`src/rtl/srx_pkg.sv`:
```
package srx_pkg;
  typedef enum logic {
    ST_IDLE = 1'b0,
    ST_RUN  = 1'b1
  } srx_state_e;
endpackage

```
`src/rtl/srx_sync.sv`:
```
module srx_sync #(
  parameter int   STAGES    = 2,
  parameter logic RESET_VAL = 1'b1
) (
  input  logic clk,
  input  logic rst_n,
  input  logic d_in,
  output logic d_out
);
  logic [STAGES-1:0] pipe_q;
  logic [STAGES-1:0] pipe_n;

  generate
    if (STAGES == 1) begin : g_one
      always_comb pipe_n = d_in;
    end else begin : g_many
      always_comb pipe_n = {pipe_q[STAGES-2:0], d_in};
    end
  endgenerate

  always_ff @(posedge clk or negedge rst_n) begin
    if (!rst_n) pipe_q <= {STAGES{RESET_VAL}};
    else        pipe_q <= pipe_n;
  end

  assign d_out = pipe_q[STAGES-1];
endmodule

```
`src/rtl/srx_framer.sv`:
```
module srx_framer
  import srx_pkg::*;
#(
  parameter int DATA_W    = 8,
  parameter int OSR       = 16,
  parameter int START_MIN = 8
) (
  input  logic              clk,
  input  logic              rst_n,
  input  logic              tick,
  input  logic              line,
  input  logic              par_en,
  input  logic              par_odd,
  input  logic              abort,
  output logic              done,
  output logic [DATA_W-1:0] data,
  output logic              perr,
  output logic              ferr
);
  localparam int MID        = OSR / 2;
  localparam int FIRST_WAIT = OSR + MID - START_MIN;
  localparam int CW         = $clog2(OSR + MID + 1);
  localparam int LW         = $clog2(START_MIN + 1);
  localparam int BW         = $clog2(DATA_W + 3);
  localparam logic [CW-1:0] WAIT_FIRST = CW'(FIRST_WAIT);
  localparam logic [CW-1:0] WAIT_BIT   = CW'(OSR - 1);
  localparam logic [LW-1:0] LOW_LAST   = LW'(START_MIN - 1);
  localparam logic [BW-1:0] DW_B       = BW'(DATA_W);

  srx_state_e        state_q, state_n;
  logic [LW-1:0]     low_q, low_n;
  logic [CW-1:0]     cnt_q, cnt_n;
  logic [BW-1:0]     bidx_q, bidx_n;
  logic [DATA_W-1:0] sh_q, sh_n;
  logic              acc_q, acc_n;
  logic              pe_q, pe_n;
  logic              perr_q, perr_n;
  logic [BW-1:0]     stop_idx;

  assign stop_idx = DW_B + {{(BW-1){1'b0}}, pe_q};

  // next-state process
  always_comb begin
    state_n = state_q;
    low_n   = low_q;
    cnt_n   = cnt_q;
    bidx_n  = bidx_q;
    sh_n    = sh_q;
    acc_n   = acc_q;
    pe_n    = pe_q;
    perr_n  = perr_q;
    done    = 1'b0;
    ferr    = 1'b0;
    if (abort) begin
      state_n = ST_IDLE;
      low_n   = '0;
      cnt_n   = '0;
      bidx_n  = '0;
    end else if (tick) begin
      unique case (state_q)
        ST_IDLE: begin
          if (line) begin
            low_n = '0;
          end else if (low_q == LOW_LAST) begin
            state_n = ST_RUN;
            low_n   = '0;
            cnt_n   = WAIT_FIRST;
            bidx_n  = '0;
            acc_n   = par_odd;
            pe_n    = par_en;
            perr_n  = 1'b0;
          end else begin
            low_n = low_q + 1'b1;
          end
        end
        ST_RUN: begin
          if (cnt_q != '0) begin
            cnt_n = cnt_q - 1'b1;
          end else if (bidx_q == stop_idx) begin
            done    = 1'b1;
            ferr    = ~line;
            state_n = ST_IDLE;
            bidx_n  = '0;
          end else begin
            cnt_n  = WAIT_BIT;
            bidx_n = bidx_q + 1'b1;
            if (bidx_q < DW_B) begin
              sh_n  = {line, sh_q[DATA_W-1:1]};
              acc_n = acc_q ^ line;
            end else begin
              perr_n = acc_q ^ line;
            end
          end
        end
        default: state_n = ST_IDLE;
      endcase
    end
  end

  // register process
  always_ff @(posedge clk or negedge rst_n) begin
    if (!rst_n) begin
      state_q <= ST_IDLE;
      low_q   <= '0;
      cnt_q   <= '0;
      bidx_q  <= '0;
      sh_q    <= '0;
      acc_q   <= 1'b0;
      pe_q    <= 1'b0;
      perr_q  <= 1'b0;
    end else begin
      state_q <= state_n;
      low_q   <= low_n;
      cnt_q   <= cnt_n;
      bidx_q  <= bidx_n;
      sh_q    <= sh_n;
      acc_q   <= acc_n;
      pe_q    <= pe_n;
      perr_q  <= perr_n;
    end
  end

  assign data = sh_q;
  assign perr = perr_q;


  abort_to_idle_chk: assert property (@(posedge clk) disable iff (!rst_n)
    abort |=> (state_q == ST_IDLE && low_q == '0));


  high_keeps_idle_chk: assert property (@(posedge clk) disable iff (!rst_n)
    (state_q == ST_IDLE && tick && line) |=> (state_q == ST_IDLE && low_q == '0));


  run_wait_bound_chk: assert property (@(posedge clk) disable iff (!rst_n)
    (state_q == ST_RUN) |-> (cnt_q <= WAIT_FIRST && bidx_q <= stop_idx));


  done_only_on_tick_chk: assert property (@(posedge clk) disable iff (!rst_n)
    done |-> (tick && !abort && state_q == ST_RUN));
endmodule

```
`src/rtl/srx_hold.sv`:
```
module srx_hold #(
  parameter int DATA_W = 8
) (
  input  logic              clk,
  input  logic              rst_n,
  input  logic              load,
  input  logic [DATA_W-1:0] din,
  input  logic              perr_in,
  input  logic              ferr_in,
  input  logic              rd,
  output logic [DATA_W-1:0] dout,
  output logic              ready,
  output logic              perr,
  output logic              ferr
);
  logic [DATA_W-1:0] data_q, data_n;
  logic              rdy_q, rdy_n;
  logic              perr_q, perr_n;
  logic              ferr_q, ferr_n;

  // next-state process: a load outranks a read in the same cycle
  always_comb begin
    data_n = data_q;
    rdy_n  = rdy_q;
    perr_n = perr_q;
    ferr_n = ferr_q;
    if (load) begin
      data_n = din;
      rdy_n  = 1'b1;
      perr_n = perr_in;
      ferr_n = ferr_in;
    end else if (rd) begin
      rdy_n = 1'b0;
    end
  end

  // register process
  always_ff @(posedge clk or negedge rst_n) begin
    if (!rst_n) begin
      data_q <= '0;
      rdy_q  <= 1'b0;
      perr_q <= 1'b0;
      ferr_q <= 1'b0;
    end else begin
      data_q <= data_n;
      rdy_q  <= rdy_n;
      perr_q <= perr_n;
      ferr_q <= ferr_n;
    end
  end

  assign dout  = data_q;
  assign ready = rdy_q;
  assign perr  = perr_q;
  assign ferr  = ferr_q;


  load_sets_ready_chk: assert property (@(posedge clk) disable iff (!rst_n)
    load |=> (ready && dout == $past(din)));


  read_clears_ready_chk: assert property (@(posedge clk) disable iff (!rst_n)
    (rd && !load) |=> (!ready && $stable(dout)));


  load_beats_read_chk: assert property (@(posedge clk) disable iff (!rst_n)
    (rd && load) |=> ready);
endmodule

```
`src/rtl/srx_uart_rx.sv`:
```
module srx_uart_rx #(
  parameter int DATA_W      = 8,
  parameter int OSR         = 16,
  parameter int START_MIN   = 8,
  parameter int SYNC_STAGES = 2
) (
  input  logic              clk,
  input  logic              rst_n,
  input  logic              smp_tick,
  input  logic              rx_in,
  input  logic              par_en,
  input  logic              par_odd,
  input  logic              rx_abort,
  input  logic              rd_strobe,
  output logic [DATA_W-1:0] rx_data,
  output logic              rx_ready,
  output logic              par_err,
  output logic              frm_err
);
  logic [1:0]        rst_pipe_q;
  logic              rst_sync_n;
  logic              line_s;
  logic              chr_done;
  logic [DATA_W-1:0] chr_data;
  logic              chr_perr;
  logic              chr_ferr;

  // reset: asserted asynchronously, released after two clock edges
  always_ff @(posedge clk or negedge rst_n) begin
    if (!rst_n) rst_pipe_q <= 2'b00;
    else        rst_pipe_q <= {rst_pipe_q[0], 1'b1};
  end
  assign rst_sync_n = rst_pipe_q[1];

  srx_sync #(
    .STAGES    (SYNC_STAGES),
    .RESET_VAL (1'b1)
  ) i_line_sync (
    .clk   (clk),
    .rst_n (rst_sync_n),
    .d_in  (rx_in),
    .d_out (line_s)
  );

  srx_framer #(
    .DATA_W    (DATA_W),
    .OSR       (OSR),
    .START_MIN (START_MIN)
  ) i_framer (
    .clk     (clk),
    .rst_n   (rst_sync_n),
    .tick    (smp_tick),
    .line    (line_s),
    .par_en  (par_en),
    .par_odd (par_odd),
    .abort   (rx_abort),
    .done    (chr_done),
    .data    (chr_data),
    .perr    (chr_perr),
    .ferr    (chr_ferr)
  );

  srx_hold #(
    .DATA_W (DATA_W)
  ) i_hold (
    .clk     (clk),
    .rst_n   (rst_sync_n),
    .load    (chr_done),
    .din     (chr_data),
    .perr_in (chr_perr),
    .ferr_in (chr_ferr),
    .rd      (rd_strobe),
    .dout    (rx_data),
    .ready   (rx_ready),
    .perr    (par_err),
    .ferr    (frm_err)
  );
endmodule

```
`config.mk`:
```
export PLATFORM = sky130hd
export DESIGN_NAME = srx_uart_rx
export DESIGN_NICKNAME = d
export VERILOG_FILES = /design/src/rtl/srx_pkg.sv /design/src/rtl/srx_sync.sv /design/src/rtl/srx_framer.sv /design/src/rtl/srx_hold.sv /design/src/rtl/srx_uart_rx.sv
export SDC_FILE = /design/constraint.sdc
export NUM_CORES = 1
export LEC_CHECK = 0
export BUFFER_PORTS_ARGS = -buffer_cell sky130_fd_sc_hd__clkbuf_2
export CAP_MARGIN = 20
export CORE_AREA = 2 2 76 78
export DETAILED_ROUTE_END_ITERATION = 8
export DIE_AREA = 0 0 78 80
export GPL_ROUTABILITY_DRIVEN = 0
export GPL_TIMING_DRIVEN = 0
export PLACE_DENSITY = 0.52
export REMOVE_ABC_BUFFERS = 1
export SYNTH_ARGS = -nofsm -noshare
export SYNTH_HDL_FRONTEND = slang
export SYNTH_SLANG_ARGS = --single-unit
```
`constraint.sdc`:
```
create_clock -name clk -period 2.1 [get_ports clk]
set_input_delay 0.105 -clock clk [delete_from_list [all_inputs] [get_ports clk]]
set_output_delay 0.105 -clock clk [all_outputs]
set_load 0.03 [all_outputs]
```
==> results of run 1 <==
cell families (layout without fill, tap and decap cells):
| group | after synthesis | count (layout) |
|---|---|---|
| adder cells (fa/ha/maj) | 3 | 3 |
| other | 1 | 1 |
| AO/OA/AOI/OAI | 28 | 28 |
| flip-flops | 40 | 40 |
| buffers and inverters | 14 | 52 |
| AND/OR/NAND/NOR | 45 | 46 |
| multiplexers | 22 | 22 |
| XOR/XNOR | 1 | 1 |
state kept, by name, indices dropped and copies added, names as in the netlist, 2 cells and up:
name                flops
i_framer.bidx_q         4
i_framer.cnt_q          5
i_framer.data           8
i_framer.low_q          4
i_hold.dout             8
i_line_sync.pipe_q      2
rst_pipe_q              2
cell type report:
type	instances	share of cell area [%]
flip-flops and latches	40	44.0
multi-input cells	101	35.3
repair buffers	35	9.87
well taps	72	3.95
clock buffers	6	3.62
clock inverters	2	1.70
inverters	9	1.48
worst max path at each step:
| stage | to | cells after the start |
|---|---|---|
| after floorplan | i_hold.dout[0]$_DFFE_PN0P_ | 6 |
| after global placement | i_hold.dout[7]$_DFFE_PN0P_ | 6 |
| after detailed placement | i_hold.dout[3]$_DFFE_PN0P_ | 6 |
| after CTS | i_framer.data[3]$_DFFE_PN0P_ | 5 |
| after global routing | i_framer.bidx_q[3]$_DFFE_PN0P_ | 9 |
| final | i_hold.dout[3]$_DFFE_PN0P_ | 4 |
metal layers:
layer / routed length, um / share of wire [%]
met5: 0 / 0
met1: 1660 / 46
met4: 23 / 0.64
met3: 136 / 3.8
met2: 1780 / 49
critical path, stage by stage (launching register included):
cell and delay [ns]:
dfrtp_1 0.42, xor2_1 0.18, or4b_4 0.54, or3_4 0.48
mux2_4 0.32
cells in the final DEF (no fill, tap or decap), types with 2 or more instances in the layout:
| cell | n |
|---|---|
| a21oi_1 | 7 |
| a2bb2oi_1 | 2 |
| and3_1 | 2 |
| buf_4 | 14 |
| clkbuf_2 | 18 |
| clkbuf_8 | 6 |
| dfrtp_1 | 37 |
| dfstp_2 | 2 |
| dlygate4sd3_1 | 3 |
| ha_1 | 2 |
| inv_1 | 7 |
| inv_2 | 2 |
| mux2_2 | 16 |
| mux2_4 | 5 |
| nand2_1 | 8 |
| nand3_1 | 4 |
| nand4_1 | 2 |
| nor2_1 | 7 |
| nor2b_1 | 4 |
| nor3_1 | 5 |
| nor3b_1 | 2 |
| o21ai_0 | 10 |
| o22ai_1 | 2 |
| or3_4 | 2 |
metrics by stage:
stage / setup WS [ns] / TNS, ns / instance area, um2
after floorplan: -0.0569 / -0.389 / 1780
after global placement: -0.346 / -4.44 / 1960
after detailed placement: -0.491 / -7.45 / 1960
after CTS: 0.00574 / 0 / 2180
after global routing: -0.0144 / -0.0281 / 2280
final: 0.0518 / 0 / 2280
report_power, final:
part	internal, mW	switching, mW	total (mW)
clock	0.389	0.274	0.663
combinational	0.0301	0.0275	0.0577
sequential	0.778	0.0197	0.797
timing repair:
item / in CTS / in global routing
endpoints found under the hold margin: 4 / 0
endpoints found under the setup margin: 22 / 24
cloned: 1 / 0
buffers inserted: 4 / 10
pin swaps: 1 / 4
hold buffers: 3 / 0
resized for setup: 7 / 6
==> summary.txt, run 1 <==
Power
  – Pwr dens: 666 nW/um2
  – Peak supply drop: 0.000371 V
  – Total power: 1.52 mW
  – Leak Pwr: 1.12 nW

Floorplan
  – Die Wd: 78 um
  – Cell Rows: 27
  – Io pins: 19
  – Die H: 80 um
  – Core Area: 5410 um2
  – Initial Utilization: 33.6%
  – Die Area: 6240 um2

Cells and area
  – Fin cells: 265
  – Ant diodes: 0
  – Register Area: 1000 um2
  – Nets@finish: 203
  – Fill cells: 534
  – Share of cells above drive strength 1: 39.9%
  – Area growth syn-to-layout: 25.6%
  – Area of the multi-input gates: 806 um2
  – Post-layout util: 42.2%

Synthesis
  – Most used DFF post-synth: dfrtp_1
  – Sequential-to-total area share from yosys stat: 55.2%
  – Yosys warning count: 0
  – Area leader, netlist: dfrtp_1
  – Xor/xnor cell area share of the yosys netlist: 0.482%
  – Synth unique cells: 37
  – Post-synth ARST share: 100%
  – Yosys reg bits: 40
  – Post-synth EDFFs: 0
  – Netlist Area Pre-Place: 1820 um2
  – Most common cell in the netlist: dfrtp_1
  – Synth Area in Adders: 2.07%
  – Yosys top cell area share: 52.3%
  – Simple-gate share of the synthesized area: 14.3%
  – Average size of a mapped cell: 11.8 um2
  – Cells after Synth: 154
  – Top cells by count, synth: 38 x dfrtp_1, 16 x mux2_2, 10 x o21ai_0
  – Largest family of logic cells by synthesized area: multiplexers
  – Mux share of post-synthesis cell area: 14.6%
  – Post-synthesis compound-gate area fraction: 9.23%
  – Synth area leaders: dfrtp_1 52%, mux2_2 9.9%, mux2_4 4.1%

Global routing
  – Vias in the first global route: 1306
  – Tot GR Track Use: 13.0%
  – Met3 usage: 3.85%
  – Largest net degree at the start of global routing: 39
  – Grt met1 use: 16.2%
  – Met2 Track Usage GR: 21.7%
  – Initial antenna violation count: 0
  – Grt ovf: 0
  – First-pass GRT wire length: 6310 um
  – Global route hottest layer: met2

Critical path
  – Worst reg2reg path depth: 4
  – CP Max Fanout: 7
  – Setup CP Type: reg2reg
  – Critical Path Source Type: register
  – R2R Setup Slk: 0.05 ns
  – R2r startpoint: i_framer.bidx_q[0]$_DFFE_PN0P_
  – Worst EP arrival: 2.23 ns
  – Critical Path RT: 2.28 ns
  – Setup crit start: i_framer.bidx_q[0]$_DFFE_PN0P_
  – Worst reg2reg endpoint: i_hold.dout[3]$_DFFE_PN0P_
  – CP endpoint kind: register

Min path
  – Hold Startpoint: par_en
  – WHS Path Cells: 2
  – Worst Hold Path EP: i_framer.pe_q$_DFFE_PN0P_
  – Worst min path class: in2reg

Timing
  – Crit share post-route: 97.5%
  – Max Slew Vio Count: 0
  – Pin slew with the least headroom to its limit: 0.836 ns
  – Clock skew: 0.00490 ns
  – Setup violations, final: 0
  – Slew headroom: 44.3%
  – Final Hold Violating Endpoints: 0
  – Hold Slack: 0.0539 ns
  – Fmax: 488 MHz
  – Min Tclk post-route: 2.05 ns

Place
  – Hpwl dp: 2270 um
  – Cells after DPL: 239
  – IO buf count: 18

CTS
  – Max clock buf depth: 2
  – CTS Root Cell: clkbuf_8
  – Clock Sinks: 40
  – CTS tree: done
  – Htree depth: 2
  – Clk pin slew, worst setup/hold paths: 0.08 ns
  – CTS buffer count: 5
  – Clock latency on the worst-skew pair: 0.29 ns

Detailed routing
  – Vias per cell: 4.89
  – DRC Markers: 0
  – Drt wl/cell: 13.6 um
  – Drt first pass iters: 4
  – ANT nets after route: 0
  – Routed WL: 3600 um
  – Detailed Route Iter0 Violations: 31
  – Total number of vias: 1297

Job
  – MaxCap Viol Count: 0

Status
  – Outcome: complete, no violations
Power figures use the tool's default switching activity.
==> inputs of run 2 (changes only) <==
--- a/config.mk
+++ b/config.mk
@@ -13,6 +13,7 @@
 export GPL_ROUTABILITY_DRIVEN = 0
 export GPL_TIMING_DRIVEN = 0
 export PLACE_DENSITY = 0.52
+export RECOVER_POWER = 25
 export REMOVE_ABC_BUFFERS = 1
 export SYNTH_ARGS = -nofsm -noshare
 export SYNTH_HDL_FRONTEND = slang
==> constraint.sdc (replaced) <==
create_clock -name clk -period 2.1 [get_ports clk]
set_input_delay 0.105 -clock clk [delete_from_list [all_inputs] [get_ports clk]]
set_output_delay 0.105 -clock clk [all_outputs]
set_load 0.02 [all_outputs]
==> summary.txt, run 2 (synthesis results as in run 1) <==
Timing
  – Crit share post-route: 97.5% (about the same)
  – Max Slew Vio Count: 39 (+39)
  – Final Hold Violating Endpoints: 0 (unchanged)
  – Clock skew: 0.00490 ns (+0.00000499 ns)
  – Min Tclk post-route: 2.05 ns (+0.000289 ns)
  – Pin slew with the least headroom to its limit: 1.53 ns (+0.695 ns)
  – Slew headroom: -2.03% (-46 points)
  – Hold Slack: 0.0539 ns (+0.000000300 ns)
  – Setup violations, final: 0 (unchanged)
  – Fmax: 488 MHz (about the same)

Status
  – Outcome: finished, violations left
  – Violated checks: max-capacitance violations, max-slew violations

Power
  – Leak Pwr: 1.08 nW (-3.6%)
  – Clock share of power: 43.7% (about the same)
  – Sequential Power Share: 52.5% (about the same)
  – Total power: 1.52 mW (about the same)
  – Peak supply drop: 0.000371 V (about the same)
  – Pwr dens: 670 nW/um2 (+0.68%)
  – Switching Power: 322 uW (about the same)
  – Logic pwr share: 3.8% (about the same)
  – Switching Fraction: 21.2% (about the same)
  – Internal power: 1.20 mW (about the same)

Global routing
  – Tot GR Track Use: 13.0% (unchanged)
  – Vias in the first global route: 1306 (unchanged)
  – Largest net degree at the start of global routing: 39 (unchanged)
  – Grt ovf: 0 (unchanged)
  – First-pass GRT wire length: 6310 um (unchanged)
  – Initial antenna violation count: 0 (unchanged)

Detailed routing
  – Drt first pass iters: 4 (unchanged)
  – Detailed Route Iter0 Violations: 41 (+32%)
  – DRC Markers: 0 (unchanged)
  – ANT nets after route: 0 (unchanged)
  – Total number of vias: 1296 (-0.077%)
  – Routed WL: 3610 um (+0.28%)
  – Drt wl/cell: 13.6 um (+0.28%)
  – Vias per cell: 4.89 (about the same)

Critical path
  – Worst EP arrival: 2.23 ns (about the same)
  – CP endpoint kind: register
  – Critical Path RT: 2.28 ns (about the same)
  – Setup CP Type: reg2reg
  – Critical Path Source Type: register
  – CP Max Fanout: 7 (unchanged)

Cells and area
  – Area growth syn-to-layout: 24.7%
  – Most frequent cells in the layout: 38 x dfrtp_1, 16 x mux2_2, 14 x buf_4
  – Fill cells: 537 (+0.56%)
  – Most common cell after layout, fill and taps aside: dfrtp_1
  – Register Area: 1000 um2 (-0.12%)
  – Area of the multi-input gates: 806 um2 (unchanged)
  – Share of cells above drive strength 1: 33.2% (-6.7 points)
  – Ant diodes: 0 (unchanged)
  – Nets@finish: 203 (unchanged)

Floorplan
  – Die Wd: 78 um (unchanged)
  – Cell Rows: 27 (unchanged)
  – Core Area: 5410 um2 (unchanged)
  – Io pins: 19 (unchanged)
  – Die Area: 6240 um2 (unchanged)
  – Initial Utilization: 33.6% (unchanged)
  – Die H: 80 um (unchanged)

Place
  – IO buf count: 18 (unchanged)
  – Hpwl dp: 2270 um (unchanged)

CTS
  – CTS Root Cell: clkbuf_8
  – Clock latency on the worst-skew pair: 0.29 ns (about the same)
  – CTS tree: done
  – Htree depth: 2 (unchanged)
  – Max clock buf depth: 2 (unchanged)
  – Clock Sinks: 40 (unchanged)
  – Clk pin slew, worst setup/hold paths: 0.08 ns (about the same)
  – CTS buffer count: 5 (unchanged)

Min path
  – Worst min path class: in2reg

Job
  – MaxCap Viol Count: 1 (+1)
-- run 2: worst max-delay path, stage by stage, from the launching register on --
cell and delay (ns):
dfrtp_1 0.42, xor2_1 0.18, or4b_4 0.54, or3_4 0.48, mux2_4 0.32
-- run 2: power groups by stage --
stage	clock network [mW]	registers, mW	logic (mW)
final	0.663	0.797	0.0574
after floorplan	0	0.807	0.0188
after global placement	0	0.812	0.0327
after CTS	0.683	0.799	0.0498
after global routing	0.726	0.802	0.0640
after detailed placement	0	0.814	0.0338
-- run 2: cell type report --
| class | count | share of cell area (%) |
|---|---|---|
| clock inverters | 2 | 1.71 |
| repair buffers | 35 | 9.28 |
| flip-flops and latches | 40 | 44.3 |
| inverters | 9 | 1.49 |
| multi-input cells | 101 | 35.6 |
| clock buffers | 6 | 3.65 |
| well taps | 72 | 3.98 |
-- run 2: final timing paths --
path	start	end	slack [ns]	cells after the start
max	i_framer.bidx_q[0]$_DFFE_PN0P_	i_hold.dout[3]$_DFFE_PN0P_	0.05	4
min	par_en	i_framer.pe_q$_DFFE_PN0P_	0.05	2
max reg2reg	i_framer.bidx_q[0]$_DFFE_PN0P_	i_hold.dout[3]$_DFFE_PN0P_	0.05	4
min reg2reg	rst_pipe_q[0]$_DFF_PN0_	rst_pipe_q[1]$_DFF_PN0_	0.36	0
max in group asynchronous	rst_pipe_q[1]$_DFF_PN0_	i_framer.bidx_q[1]$_DFFE_PN0P_	0.56	0
min in group asynchronous	rst_n	rst_pipe_q[1]$_DFF_PN0_	0.11	2
-- run 2: per-stage QoR --
stage | area [um2] | util (%) | std cells | worst slack (ns) | setup TNS [ns]
2_1_floorplan | 1780 | - | 149 | -0.0569 | -0.389
3_3_place_gp | 1960 | 36.3 | 239 | -0.346 | -4.44
3_5_place_dp | 1960 | 36.3 | 239 | -0.491 | -7.45
4_1_cts | 2180 | 40.3 | 255 | 0.00574 | 0
5_1_grt | 2260 | 41.9 | 265 | -0.0144 | -0.0281
6_report | 2260 | 41.9 | 265 | 0.0515 | 0
-- run 2: per-layer routing --
layer  GRT usage, %  vias up  share of wire, %
li1               -      630                 -
met2           21.7       21                49
met3           3.85        2               3.9
met5              0        -                 0
met4           4.21        0              0.64
met1           16.2      643                46
-- run 2: repair_timing --
| action | 4_1_cts | 5_1_grt |
|---|---|---|
| endpoints found under the hold margin | 4 | 0 |
| pin swaps | 1 | 4 |
| setup buffers | 4 | 10 |
| hold buffers | 3 | 0 |
| endpoints found under the setup margin | 22 | 24 |
| gates cloned | 1 | 0 |
| resized for setup | 7 | 6 |
